File: config.mk
export PLATFORM = sky130hd
export DESIGN_NAME = wdt_timebase
export DESIGN_NICKNAME = d
export VERILOG_FILES = /design/src/rtl/wdt_timebase_pkg.sv /design/src/rtl/wdt_timebase_cnt.sv /design/src/rtl/wdt_timebase_tap.sv /design/src/rtl/wdt_timebase_wdog.sv /design/src/rtl/wdt_timebase.sv
export SDC_FILE = /design/constraint.sdc
export NUM_CORES = 1
export LEC_CHECK = 0
export BUFFER_PORTS_ARGS = -buffer_cell sky130_fd_sc_hd__buf_2
export CAP_MARGIN = 20
export CORE_ASPECT_RATIO = 0.8
export CORE_MARGIN = 4
export CORE_UTILIZATION = 54
export CTS_BUF_LIST = sky130_fd_sc_hd__clkbuf_8 sky130_fd_sc_hd__clkbuf_16
export CTS_CLUSTER_SIZE = 14
export DETAILED_ROUTE_END_ITERATION = 8
export PLACE_DENSITY = 0.89
export SYNTH_ARGS = -nofsm -noshare
export SYNTH_HDL_FRONTEND = slang
export SYNTH_SLANG_ARGS = --single-unit
File: constraint.sdc
create_clock -name clk -period 2 [get_ports clk]
set_input_delay 0.4 -clock clk [delete_from_list [all_inputs] [get_ports clk]]
set_output_delay 0.4 -clock clk [all_outputs]
set_load 0.02 [all_outputs]
File: src/rtl/wdt_timebase_pkg.sv
package wdt_timebase_pkg;

   typedef enum logic [1:0] {
      WD_NONE = 2'd0,
      WD_CHIP = 2'd1,
      WD_WARM = 2'd2
   } wd_evt_e;

   // chain bit whose rising edge recurs every 2^exp2 ticks
   function automatic int tap_bit(input int exp2);
      return exp2 - 1;
   endfunction

endpackage

File: src/rtl/wdt_timebase_cnt.sv
module wdt_timebase_cnt #(
   parameter int WIDTH = 15
) (
   input  logic             clk,
   input  logic             rst_n,
   input  logic             tick,
   output logic [WIDTH-1:0] cnt,
   output logic [WIDTH-1:0] rise
);
   logic [WIDTH-1:0] carry;

   assign carry[0] = tick;

   for (genvar b = 0; b < WIDTH; b++) begin : g_bit
      assign rise[b] = carry[b] & ~cnt[b];
      if (b < WIDTH - 1) begin : g_carry
         assign carry[b+1] = carry[b] & cnt[b];
      end
   end

   always_ff @(posedge clk or negedge rst_n) begin
      if (!rst_n)    cnt <= '0;
      else if (tick) cnt <= cnt + WIDTH'(1);
   end
endmodule

File: src/rtl/wdt_timebase_tap.sv
module wdt_timebase_tap #(
   parameter int SEL_W = 3
) (
   input  logic                 clk,
   input  logic                 rst_n,
   input  logic [(1<<SEL_W)-1:0] taps,
   input  logic [SEL_W-1:0]     sel,
   output logic                 pulse
);
   always_ff @(posedge clk or negedge rst_n) begin
      if (!rst_n) pulse <= 1'b0;
      else        pulse <= taps[sel];
   end
endmodule

File: src/rtl/wdt_timebase_wdog.sv
module wdt_timebase_wdog
   import wdt_timebase_pkg::*;
#(
   parameter bit ENABLE = 1'b1,
   parameter bit PAIR   = 1'b0,
   parameter int STG_W  = 2
) (
   input  logic clk,
   input  logic rst_n,
   input  logic tap_rise,
   input  logic in_halt,
   input  logic clr_one,
   input  logic clr_a,
   input  logic clr_b,
   output logic chip_req,
   output logic warm_req,
   output logic to_flag,
   output logic pd_flag
);
   logic    clr_hit;
   logic    ovf;
   logic    halt_q;
   logic    halt_entry;
   wd_evt_e evt;

   assign halt_entry = in_halt & ~halt_q;

   if (!ENABLE) begin : g_off
      logic unused_wd;
      assign unused_wd = ^{tap_rise, clr_one, clr_a, clr_b};
      assign clr_hit   = 1'b0;
      assign ovf       = 1'b0;
   end else begin : g_on
      logic [STG_W-1:0] stg;

      if (PAIR) begin : g_pair
         logic seen_a;
         logic seen_b;
         logic unused_one;
         assign unused_one = clr_one;
         assign clr_hit    = (clr_a | seen_a) & (clr_b | seen_b);
         always_ff @(posedge clk or negedge rst_n) begin
            if (!rst_n) begin
               seen_a <= 1'b0;
               seen_b <= 1'b0;
            end else if (clr_hit) begin
               seen_a <= 1'b0;
               seen_b <= 1'b0;
            end else begin
               if (clr_a) seen_a <= 1'b1;
               if (clr_b) seen_b <= 1'b1;
            end
         end
      end else begin : g_single
         logic unused_ab;
         assign unused_ab = clr_a ^ clr_b;
         assign clr_hit   = clr_one;
      end

      assign ovf = tap_rise & (&stg) & ~clr_hit & ~halt_entry;

      always_ff @(posedge clk or negedge rst_n) begin
         if (!rst_n)                     stg <= '0;
         else if (clr_hit || halt_entry) stg <= '0;
         else if (tap_rise)              stg <= stg + STG_W'(1);
      end
   end

   always_comb begin
      evt = WD_NONE;
      if (ovf) evt = in_halt ? WD_WARM : WD_CHIP;
   end

   always_ff @(posedge clk or negedge rst_n) begin
      if (!rst_n) begin
         halt_q   <= 1'b0;
         chip_req <= 1'b0;
         warm_req <= 1'b0;
         to_flag  <= 1'b0;
         pd_flag  <= 1'b0;
      end else begin
         halt_q   <= in_halt;
         chip_req <= (evt == WD_CHIP);
         warm_req <= (evt == WD_WARM);
         if (clr_hit) begin
            to_flag <= 1'b0;
            pd_flag <= 1'b0;
         end
         if (evt == WD_CHIP) to_flag <= 1'b1;
         if (halt_entry) begin
            to_flag <= 1'b0;
            pd_flag <= 1'b1;
         end
      end
   end
endmodule

File: src/rtl/wdt_timebase.sv
module wdt_timebase
   import wdt_timebase_pkg::*;
#(
   parameter int DIV_STAGES = 7,
   parameter int PRESC_BITS = 8,
   parameter int RTC_SEL_W  = 3,
   parameter bit WDT_ENABLE = 1'b1,
   parameter bit WDT_LONG   = 1'b0,
   parameter bit CLEAR_PAIR = 1'b0,
   parameter int TB_OPT     = 0,
   parameter int BUZ_OPT    = 0
) (
   input  logic                 clk,
   input  logic                 rst_n,
   input  logic                 ref_tick,
   input  logic                 in_halt,
   input  logic                 clr_one,
   input  logic                 clr_a,
   input  logic                 clr_b,
   input  logic [RTC_SEL_W-1:0] rtc_sel,
   output logic                 chip_rst_req,
   output logic                 warm_rst_req,
   output logic                 to_flag,
   output logic                 pd_flag,
   output logic                 tb_pulse,
   output logic                 rtc_pulse,
   output logic                 lcd_clk,
   output logic                 buz_clk
);
   localparam int CHAIN_W   = DIV_STAGES + PRESC_BITS;
   localparam int WD_STG_W  = 2;
   localparam int WD_TAP    = tap_bit(CHAIN_W - WD_STG_W + (WDT_LONG ? 1 : 0));
   localparam int TB_SEL_W  = 2;
   localparam int TB_SPAN   = 1 << TB_SEL_W;
   localparam int TB_BASE   = tap_bit(CHAIN_W - TB_SEL_W - 1);
   localparam int RTC_SPAN  = 1 << RTC_SEL_W;
   localparam int RTC_BASE  = tap_bit(DIV_STAGES + 1);
   localparam int LCD_BIT   = tap_bit(3);
   localparam int BUZ_BIT   = tap_bit(2 + BUZ_OPT);

   if (TB_OPT < 0 || TB_OPT >= TB_SPAN) begin : g_bad_tb
      $error("TB_OPT out of range");
   end
   if (BUZ_OPT < 0 || BUZ_BIT >= CHAIN_W || BUZ_OPT > 7) begin : g_bad_buz
      $error("BUZ_OPT out of range");
   end
   if (RTC_BASE + RTC_SPAN > CHAIN_W) begin : g_bad_rtc
      $error("RTC select field reaches past the chain");
   end
   if (WD_TAP >= CHAIN_W || TB_BASE < LCD_BIT) begin : g_bad_chain
      $error("chain too short for the watchdog and time-base taps");
   end

   logic [CHAIN_W-1:0] cnt;
   logic [CHAIN_W-1:0] rise;
   logic               unused_chain;

   assign unused_chain = ^{cnt, rise};

   wdt_timebase_cnt #(.WIDTH(CHAIN_W)) u_cnt (
      .clk  (clk),
      .rst_n(rst_n),
      .tick (ref_tick),
      .cnt  (cnt),
      .rise (rise)
   );

   wdt_timebase_tap #(.SEL_W(RTC_SEL_W)) u_rtc (
      .clk  (clk),
      .rst_n(rst_n),
      .taps (rise[RTC_BASE +: RTC_SPAN]),
      .sel  (rtc_sel),
      .pulse(rtc_pulse)
   );

   wdt_timebase_tap #(.SEL_W(TB_SEL_W)) u_tb (
      .clk  (clk),
      .rst_n(rst_n),
      .taps (rise[TB_BASE +: TB_SPAN]),
      .sel  (TB_SEL_W'(TB_OPT)),
      .pulse(tb_pulse)
   );

   wdt_timebase_wdog #(
      .ENABLE(WDT_ENABLE),
      .PAIR  (CLEAR_PAIR),
      .STG_W (WD_STG_W)
   ) u_wdog (
      .clk     (clk),
      .rst_n   (rst_n),
      .tap_rise(rise[WD_TAP]),
      .in_halt (in_halt),
      .clr_one (clr_one),
      .clr_a   (clr_a),
      .clr_b   (clr_b),
      .chip_req(chip_rst_req),
      .warm_req(warm_rst_req),
      .to_flag (to_flag),
      .pd_flag (pd_flag)
   );

   assign lcd_clk = cnt[LCD_BIT];
   assign buz_clk = cnt[BUZ_BIT];
endmodule

==> impl_metrics.yaml, run 1 <==
status:
  status: "finished clean"
timing:
  skew_ps: 7.62
  report.final.slew_viol_count: 0
  worst_slew_pin_slew_ps: 515
  period_needed_ps: 1590
  rsz0062_at_grt: "no"
  max_freq_mhz: 628
  slew_headroom_pct: 65.7
  hold_viol_final: 0
  post-route-period-util_pct: 79.7
  holdWs_ps: 97.2
  final.setup.tns_ps: 0
  setup_viol: 0
detailed_routing:
  avgRoutedWirePerCell_um: 13.7
  first_iter_violations: 12
  totalWireLength_mm: 1.88
  drc_errors: 0
  vias: 754
  antenna_left: 0
  viasPerCell: 5.50
  first_pass_iters: 4
critical_path:
  path_cells: "nand4_2, or2_1, or3_1, a21oi_1"
  cp.required_ps: 2200
  max_stage_delay_ps: 440
  cp.arrival_ps: 1790
  end_kind: "register"
  cp_max_fo: 9
  slowest_stage: "dfrtp_1"
  cp-start-kind: "register"
  critPathKind: "reg2reg"
grt:
  grtUsageTotal_pct: 15.4
  grt_pass1_wl_mm: 3.30
  grt_overflow: 0
  antenna_found_initial: 0
  grt_max_degree: 25
  first_global_vias: 744
cells_and_area:
  final_util_pct: 65.1
  final_nets: 126
  area_growth_pct: 13.1
  fin_area_sq_um: 1240
  nFillCells: 160
  diodes: 0
  final_common_cell: "dfrtp_1"
  most-common-layout-cells: "24 x dfrtp_1, 15 x buf_2, 8 x nor2_1, 8 x xnor2_1, 7 x xor2_1"
  drive_above_1_share_pct: 21.2
placement:
  port_buffers: 15
  hpwlAfterDp_mm: 1.40
  place_congestion: 0.768
  place_area_sq_um: 1190
run:
  maxCapViolCount: 0
synth:
  synth_seq_cells: 24
  synthArstFlopShare_pct: 100
  yosysSeqAreaShare_pct: 54.7
  synth-edff-count: 0
  syn_inst: 96
  ys_types: 31
  synth_flop_cell: "dfrtp_1"
  syn_avg_cell_area_sq_um: 11.4
  yosys_warnings: 0
  netlist_area_sq_um: 1100
  synth_nets: 108
floorplanning:
  die-area_sq_um: 2820
  die_width_um: 58.4
  start_util_pct: 57.5
  ios: 18
  fp-row-count: 14
  coreArea_sq_um: 1910
  die_height_um: 48.3
clocking:
  cts_buffer_depth: 2
  insertion_delay_ps: 260
  postCtsResizedCells: 0
  path_clk_slew_ps: 80
  postCtsSetupRepairBufs: 0
  cts_tree: "yes"
  cts_made_buffers: 3
  clockRootBuffer: "clkbuf_8"
  htreeDepth: 1
  clock-sinks: 24
  holdBufCountCts: 0
worst_hold_path:
  hp-class: "in2async"
power:
  p_leak_uw: 0.000595
  vdd_ir_drop_max_mv: 0.913
  power_density_nw_per_um2: 932
path summary, 6_finish.rpt:
path | from | end | slack (ps) | cells after the start
worst min register to register | u_cnt.cnt[14]$_DFFE_PN0P_ | u_cnt.cnt[14]$_DFFE_PN0P_ | 470 | 1
worst max register to register | u_cnt.cnt[2]$_DFFE_PN0P_ | u_wdog.to_flag$_DFFE_PN0P_ | 410 | 4
max in group asynchronous | rst_n | u_cnt.cnt[2]$_DFFE_PN0P_ | 1550 | 1
min in group clk | in_halt | u_wdog.halt_q$_DFF_PN0_ | 310 | 1
worst max-delay path | u_cnt.cnt[2]$_DFFE_PN0P_ | u_wdog.to_flag$_DFFE_PN0P_ | 410 | 4
worst min-delay path | rst_n | u_wdog.to_flag$_DFFE_PN0P_ | 100 | 1
state kept, by name (all words and copies together) (netlist names):
signal / count
u_cnt.cnt: 15
u_rtc.pulse: 1
u_tb.pulse: 1
u_wdog.chip_req: 1
u_wdog.g_on.stg: 2
u_wdog.halt_q: 1
u_wdog.pd_flag: 1
u_wdog.to_flag: 1
u_wdog.warm_req: 1
cell usage after synthesis, types with 2 or more instances:
cell type / instances / share of area (%)
nand3b_1: 3 / 2.0
nor4_1: 2 / 1.1
nand3_1: 4 / 1.8
nand2_1: 5 / 1.7
ha_1: 2 / 2.3
nor2_1: 8 / 2.7
inv_1: 2 / 0.68
and4_1: 2 / 1.6
dfrtp_1: 24 / 55
xor2_1: 7 / 5.6
nand4_1: 3 / 1.7
o21ai_0: 4 / 1.8
nand2b_1: 3 / 1.7
a21oi_1: 2 / 0.91
xnor2_1: 8 / 6.4
mux2i_1: 2 / 1.8
cells by family after synthesis:
family	after synthesis	share of synthesized area, %
AOI/OAI and AO/OA	9	5.01
xor gates and xnor gates	15	12.0
adders and majority gates	2	2.28
buffers and inverters	4	2.16
DFF	24	54.7
muxes	3	2.85
and+or+nand+nor	39	21.1
report_power, final:
group,total (uW),switching [uW],internal (uW)
Combinational,198,104,94.0
Sequential,642,84.7,557
Clock,319,143,175
Total,1160,331,827
routing by layer:
metal	up-vias	wire length (um)	GRT usage (%)
met1	364	873	19.4
met2	17	882	24.3
li1	371	-	-
met3	2	104	5.59
met5	-	0	0
met4	0	20	4.63
critical path: cells and delay by family, from the launching register on:
kind               cells  cell delay (ps)
and+or+nand+nor        3              950
DFF                    1              440
AOI/OAI and AO/OA      1              140
per-stage QoR:
step	std cells	worst slack [ps]	total power, uW
after floorplan	96	393	773
after detailed placement	133	274	852
final	137	407	1160
after CTS	137	410	1170
after global placement	133	327	838
after global routing	137	301	1230
cell type report:
type                            count  area [sq um]  area share (%)
Tap cell                           24          30.0            2.42
Inverter                            2          7.51           0.604
Timing Repair Buffer               15          75.1            6.04
Multi-Input combinational cell     68           474            38.2
Sequential cell                    24           601            48.3
Clock buffer                        4          55.1            4.43
No activity file was read; power rests on OpenSTA's default activity.
==> inputs of run 2 (changes only) <==
- clock period: 2 -> 1.64 ns (I/O delays scaled with it)
==> impl_metrics.yaml, run 2 (same netlist as run 1, synthesis figures left out) <==
floorplanning:
  fp-row-count: 14
  die_height_um: 48.3
  die_width_um: 58.4
  start_util_pct: 57.5
  coreArea_sq_um: 1910
  ios: 18
  die-area_sq_um: 2820
critical_path:
  critPathKind: "reg2reg"
  cp-start-kind: "register"
  reg2regPathDepth: 4
  cp.arrival_ps: 1650
  cp.required_ps: 1790
  end_kind: "register"
  cp_max_fo: 8
cells_and_area:
  final_nets: 129
  nFillCells: 147
  area_growth_pct: 13.9
  final_common_cell: "dfrtp_1"
  regMostFlops: "u_cnt.cnt"
  drive_above_1_share_pct: 22.6
  diodes: 0
  reg_top3: "u_cnt.cnt x15, u_wdog.g_on.stg x2"
  most-common-layout-cells: "24 x dfrtp_1, 15 x buf_2, 8 x nor2_1, 8 x xnor2_1, 7 x xor2_1"
  final_util_pct: 65.5
  largest_register_ffs: 15
detailed_routing:
  vias: 768
  first_iter_violations: 24
  antenna_left: 0
  viasPerCell: 5.53
  first_pass_iters: 4
  avgRoutedWirePerCell_um: 13.7
  totalWireLength_mm: 1.90
  drc_errors: 0
placement:
  port_buffers: 15
  place_congestion: 0.742
  hpwlAfterDp_mm: 1.43
timing:
  report.final.slew_viol_count: 0
  worst_slew_pin_slew_ps: 518
  setup_viol: 0
  slew_headroom_pct: 65.5
  post-route-period-util_pct: 91.1
  hold_viol_final: 0
  max_freq_mhz: 670
  final.setup.tns_ps: 0
  period_needed_ps: 1490
  skew_ps: 3.32
  rsz0062_at_grt: "no"
clocking:
  insertion_delay_ps: 260
  path_clk_slew_ps: 80
  htreeDepth: 1
  clockRootBuffer: "clkbuf_8"
  cts_made_buffers: 3
  postCtsResizedCells: 0
  postCtsSetupRepairBufs: 0
  clock-sinks: 24
  cts_tree: "yes"
  cts_buffer_depth: 2
  holdBufCountCts: 0
worst_hold_path:
  hp-class: "in2async"
run:
  maxCapViolCount: 0
grt:
  grtUsageTotal_pct: 15.3
  first_global_vias: 764
  grt_pass1_wl_mm: 3.31
  grt_max_degree: 25
  grt_overflow: 0
  antenna_found_initial: 0
status:
  status: "finished clean"
power:
  p_leak_uw: 0.000601
  vdd_ir_drop_max_mv: 0.913
  power_density_nw_per_um2: 1090
[run 2: stage by stage]
stage	instances	total power (uW)	setup slack [ps]	instance area (sq um)	hold WS, ps
final	139	1360	147	1250	33.3
after CTS	139	1380	137	1250	45.1
after floorplan	96	943	33.3	1100	32.4
after global placement	136	1030	193	1210	319
after global routing	139	1450	6.90	1250	61.1
after detailed placement	136	1050	138	1210	329
[run 2: metal layers]
layer  global-route usage (%)  routed length, um  vias up
met4                     5.79                 29        0
met2                     24.7                924       16
met3                     5.59                109        4
met5                        0                  0        -
met1                     18.4                835      373
li1                         -                  -      375
[run 2: final cells by class]
cell class	instances	area (sq um)	share of cell area (%)
Multi-Input combinational cell	68	474	37.9
Sequential cell	24	601	48.0
Inverter	2	7.51	0.600
Timing Repair Buffer	18	97.6	7.80
Tap cell	24	30.0	2.40
Clock buffer	3	41.3	3.30
[run 2: report_power, final]
part	leakage (uW)	switching (uW)	internal, uW
Combinational	0.000260	127	121
Clock	0.0000216	166	164
Sequential	0.000319	104	680
[run 2: worst paths after layout]
| path | startpoint | end | slack, ps |
|---|---|---|---|
| setup / recovery | u_cnt.cnt[7]$_DFFE_PN0P_ | u_wdog.g_on.stg[1]$_DFFE_PN0P_ | 150 |
| hold / removal | rst_n | u_wdog.pd_flag$_DFFE_PN0P_ | 30 |
| setup reg to reg | u_cnt.cnt[7]$_DFFE_PN0P_ | u_wdog.g_on.stg[1]$_DFFE_PN0P_ | 150 |
| hold reg to reg | u_cnt.cnt[14]$_DFFE_PN0P_ | u_cnt.cnt[14]$_DFFE_PN0P_ | 490 |
| max in group asynchronous | rst_n | u_cnt.cnt[0]$_DFFE_PN0P_ | 1260 |
| min in group clk | in_halt | u_wdog.halt_q$_DFF_PN0_ | 250 |
[run 2: critical path, stage by stage, from the launching register on]
cell     delay [ps]
dfrtp_1         470
nand4_1         190
nor4_2          440
mux2i_1         230
nor2_1           60
==> inputs of run 3 (changes only) <==
==> constraint.sdc (replaced) <==
create_clock -name clk -period 1.64 [get_ports clk]
set_input_delay 0.082 -clock clk [delete_from_list [all_inputs] [get_ports clk]]
set_output_delay 0.082 -clock clk [all_outputs]
set_load 0.02 [all_outputs]
==> impl_metrics.yaml, run 3 (same netlist as run 1, synthesis figures left out) <==
status:
  status: "finished clean"
clocking:
  clock-sinks: 24
  path_clk_slew_ps: 80
  htreeDepth: 1
  insertion_delay_ps: 260
  cts_made_buffers: 3
  clockRootBuffer: "clkbuf_8"
  cts_buffer_depth: 2
  cts_tree: "yes"
timing:
  rsz0062_at_grt: "yes"
  setup_viol: 0
  worst_slew_pin_slew_ps: 517
  slew_headroom_pct: 65.5
  period_needed_ps: 1530
  max_freq_mhz: 654
  report.final.slew_viol_count: 0
  hold_viol_final: 0
  skew_ps: 1.57
  setup_ws_ps: 111
  post-route-period-util_pct: 93.3
grt:
  grtUsageTotal_pct: 16.6
  grt_pass1_wl_mm: 3.59
  grt_overflow: 0
  antenna_found_initial: 0
  first_global_vias: 809
  grt_max_degree: 25
floorplanning:
  die_height_um: 48.3
  coreArea_sq_um: 1910
  ios: 18
  die-area_sq_um: 2820
  fp-row-count: 14
  die_width_um: 58.4
  start_util_pct: 57.5
critical_path:
  crit_family: "simple AND/OR/NAND/NOR gates"
  cp.arrival_ps: 1680
  end_kind: "register"
  cp_max_fo: 8
  slowest_stage: "dfrtp_1"
  cp.required_ps: 1790
  path_cells: "nand4_1, nor4_2, mux2i_1, nor2_1"
  max_stage_delay_ps: 470
  cp-start-kind: "register"
  critPathKind: "reg2reg"
  crit_buf_inv: 0
cells_and_area:
  area_growth_pct: 16.9
  largest_register_ffs: 15
  final_common_cell: "dfrtp_1"
  final_nets: 130
  reg_top3: "u_cnt.cnt x15, u_wdog.g_on.stg x2"
  most-common-layout-cells: "23 x dfrtp_1, 15 x buf_2, 8 x xnor2_1"
  drive_above_1_share_pct: 23.1
  nFillCells: 165
  diodes: 0
  regMostFlops: "u_cnt.cnt"
power:
  power_uw: 1420
  p_sw_share_pct: 28.5
  combPwrFrac_pct: 17.8
  p_leak_uw: 0.000611
  power.switching_uw: 406
  vdd_ir_drop_max_mv: 1.12
  power_density_nw_per_um2: 1110
  seqPwrFrac_pct: 55.0
  p_int_uw: 1020
  pwr-share-clk_pct: 27.2
placement:
  place_congestion: 0.769
  port_buffers: 15
  hpwlAfterDp_mm: 1.50
  post-place-ws_ps: 105
detailed_routing:
  viasPerCell: 5.49
  vias: 774
  first_iter_violations: 24
  drc_errors: 0
  first_pass_iters: 4
  antenna_left: 0
  avgRoutedWirePerCell_um: 13.9
  totalWireLength_mm: 1.96
run:
  maxCapViolCount: 0
worst_hold_path:
  hp-class: "in2reg"
## run 3: cell types whose count changed in the layout (fill, tap and decap cells not counted)
cell,change
buf_4,-2
dfrtp_1,-1
nor2_2,+1
dlygate4sd3_1,+3
nor2_1,-1
clkbuf_8,+1
dfrtp_2,+1
## run 3: final timing paths
check,start,end,slack (ps),depth (start not counted)
hold / removal,clr_one,u_wdog.to_flag$_DFFE_PN0P_,30,2
hold reg to reg,u_cnt.cnt[5]$_DFFE_PN0P_,u_cnt.cnt[5]$_DFFE_PN0P_,500,1
setup reg to reg,u_cnt.cnt[7]$_DFFE_PN0P_,u_wdog.g_on.stg[1]$_DFFE_PN0P_,110,4
max in group asynchronous,rst_n,u_cnt.cnt[2]$_DFFE_PN0P_,950,2
setup / recovery,u_cnt.cnt[7]$_DFFE_PN0P_,u_wdog.g_on.stg[1]$_DFFE_PN0P_,110,4
min in group asynchronous,rst_n,u_cnt.cnt[14]$_DFFE_PN0P_,320,2
## run 3: through the flow
stage	cell area (sq um)	setup TNS (ps)	utilization [%]	cells	hold WS, ps
2_1_floorplan	1100	0	-	96	-214
3_3_place_gp	1190	0	62.6	134	71.6
3_5_place_dp	1190	0	62.6	134	85.8
4_1_cts	1270	0	66.5	140	0.231
5_1_grt	1280	-17.0	67.2	141	36.9
6_report	1280	0	67.2	141	30.5
## run 3: final cells by class
type / instances / area [sq um] / share of cell area (%)
inverter: 2 / 7.51 / 0.585
tap: 24 / 30.0 / 2.34
multi-input combinational: 68 / 477 / 37.1
clock buffer: 4 / 55.1 / 4.29
timing repair buffer: 19 / 113 / 8.77
sequential: 24 / 602 / 46.9
## run 3: power groups by stage
stage / Combinational (uW) / Clock (uW) / Sequential [uW]
after floorplan: 134 / 0 / 809
after global placement: 238 / 0 / 784
after detailed placement: 252 / 0 / 793
after CTS: 256 / 402 / 782
after global routing: 283 / 438 / 806
final: 254 / 387 / 783
## run 3: repair_timing
| item | 4_1_cts | 5_1_grt |
|---|---|---|
| endpoints found under the setup margin | 0 | 3 |
| gates resized for setup | 0 | 2 |
| hold endpoints to repair | 25 | 1 |
| hold buffers | 2 | 1 |
| setup buffers | 0 | 0 |
## run 3: per-layer routing
metal  up-vias  global-route usage (%)  wire (um)
met2        21                    26.4        989
met3         6                    4.79        114
met1       368                    21.0        808
met4         0                    6.95         50
li1        379                       -          -
met5         -                       0          0
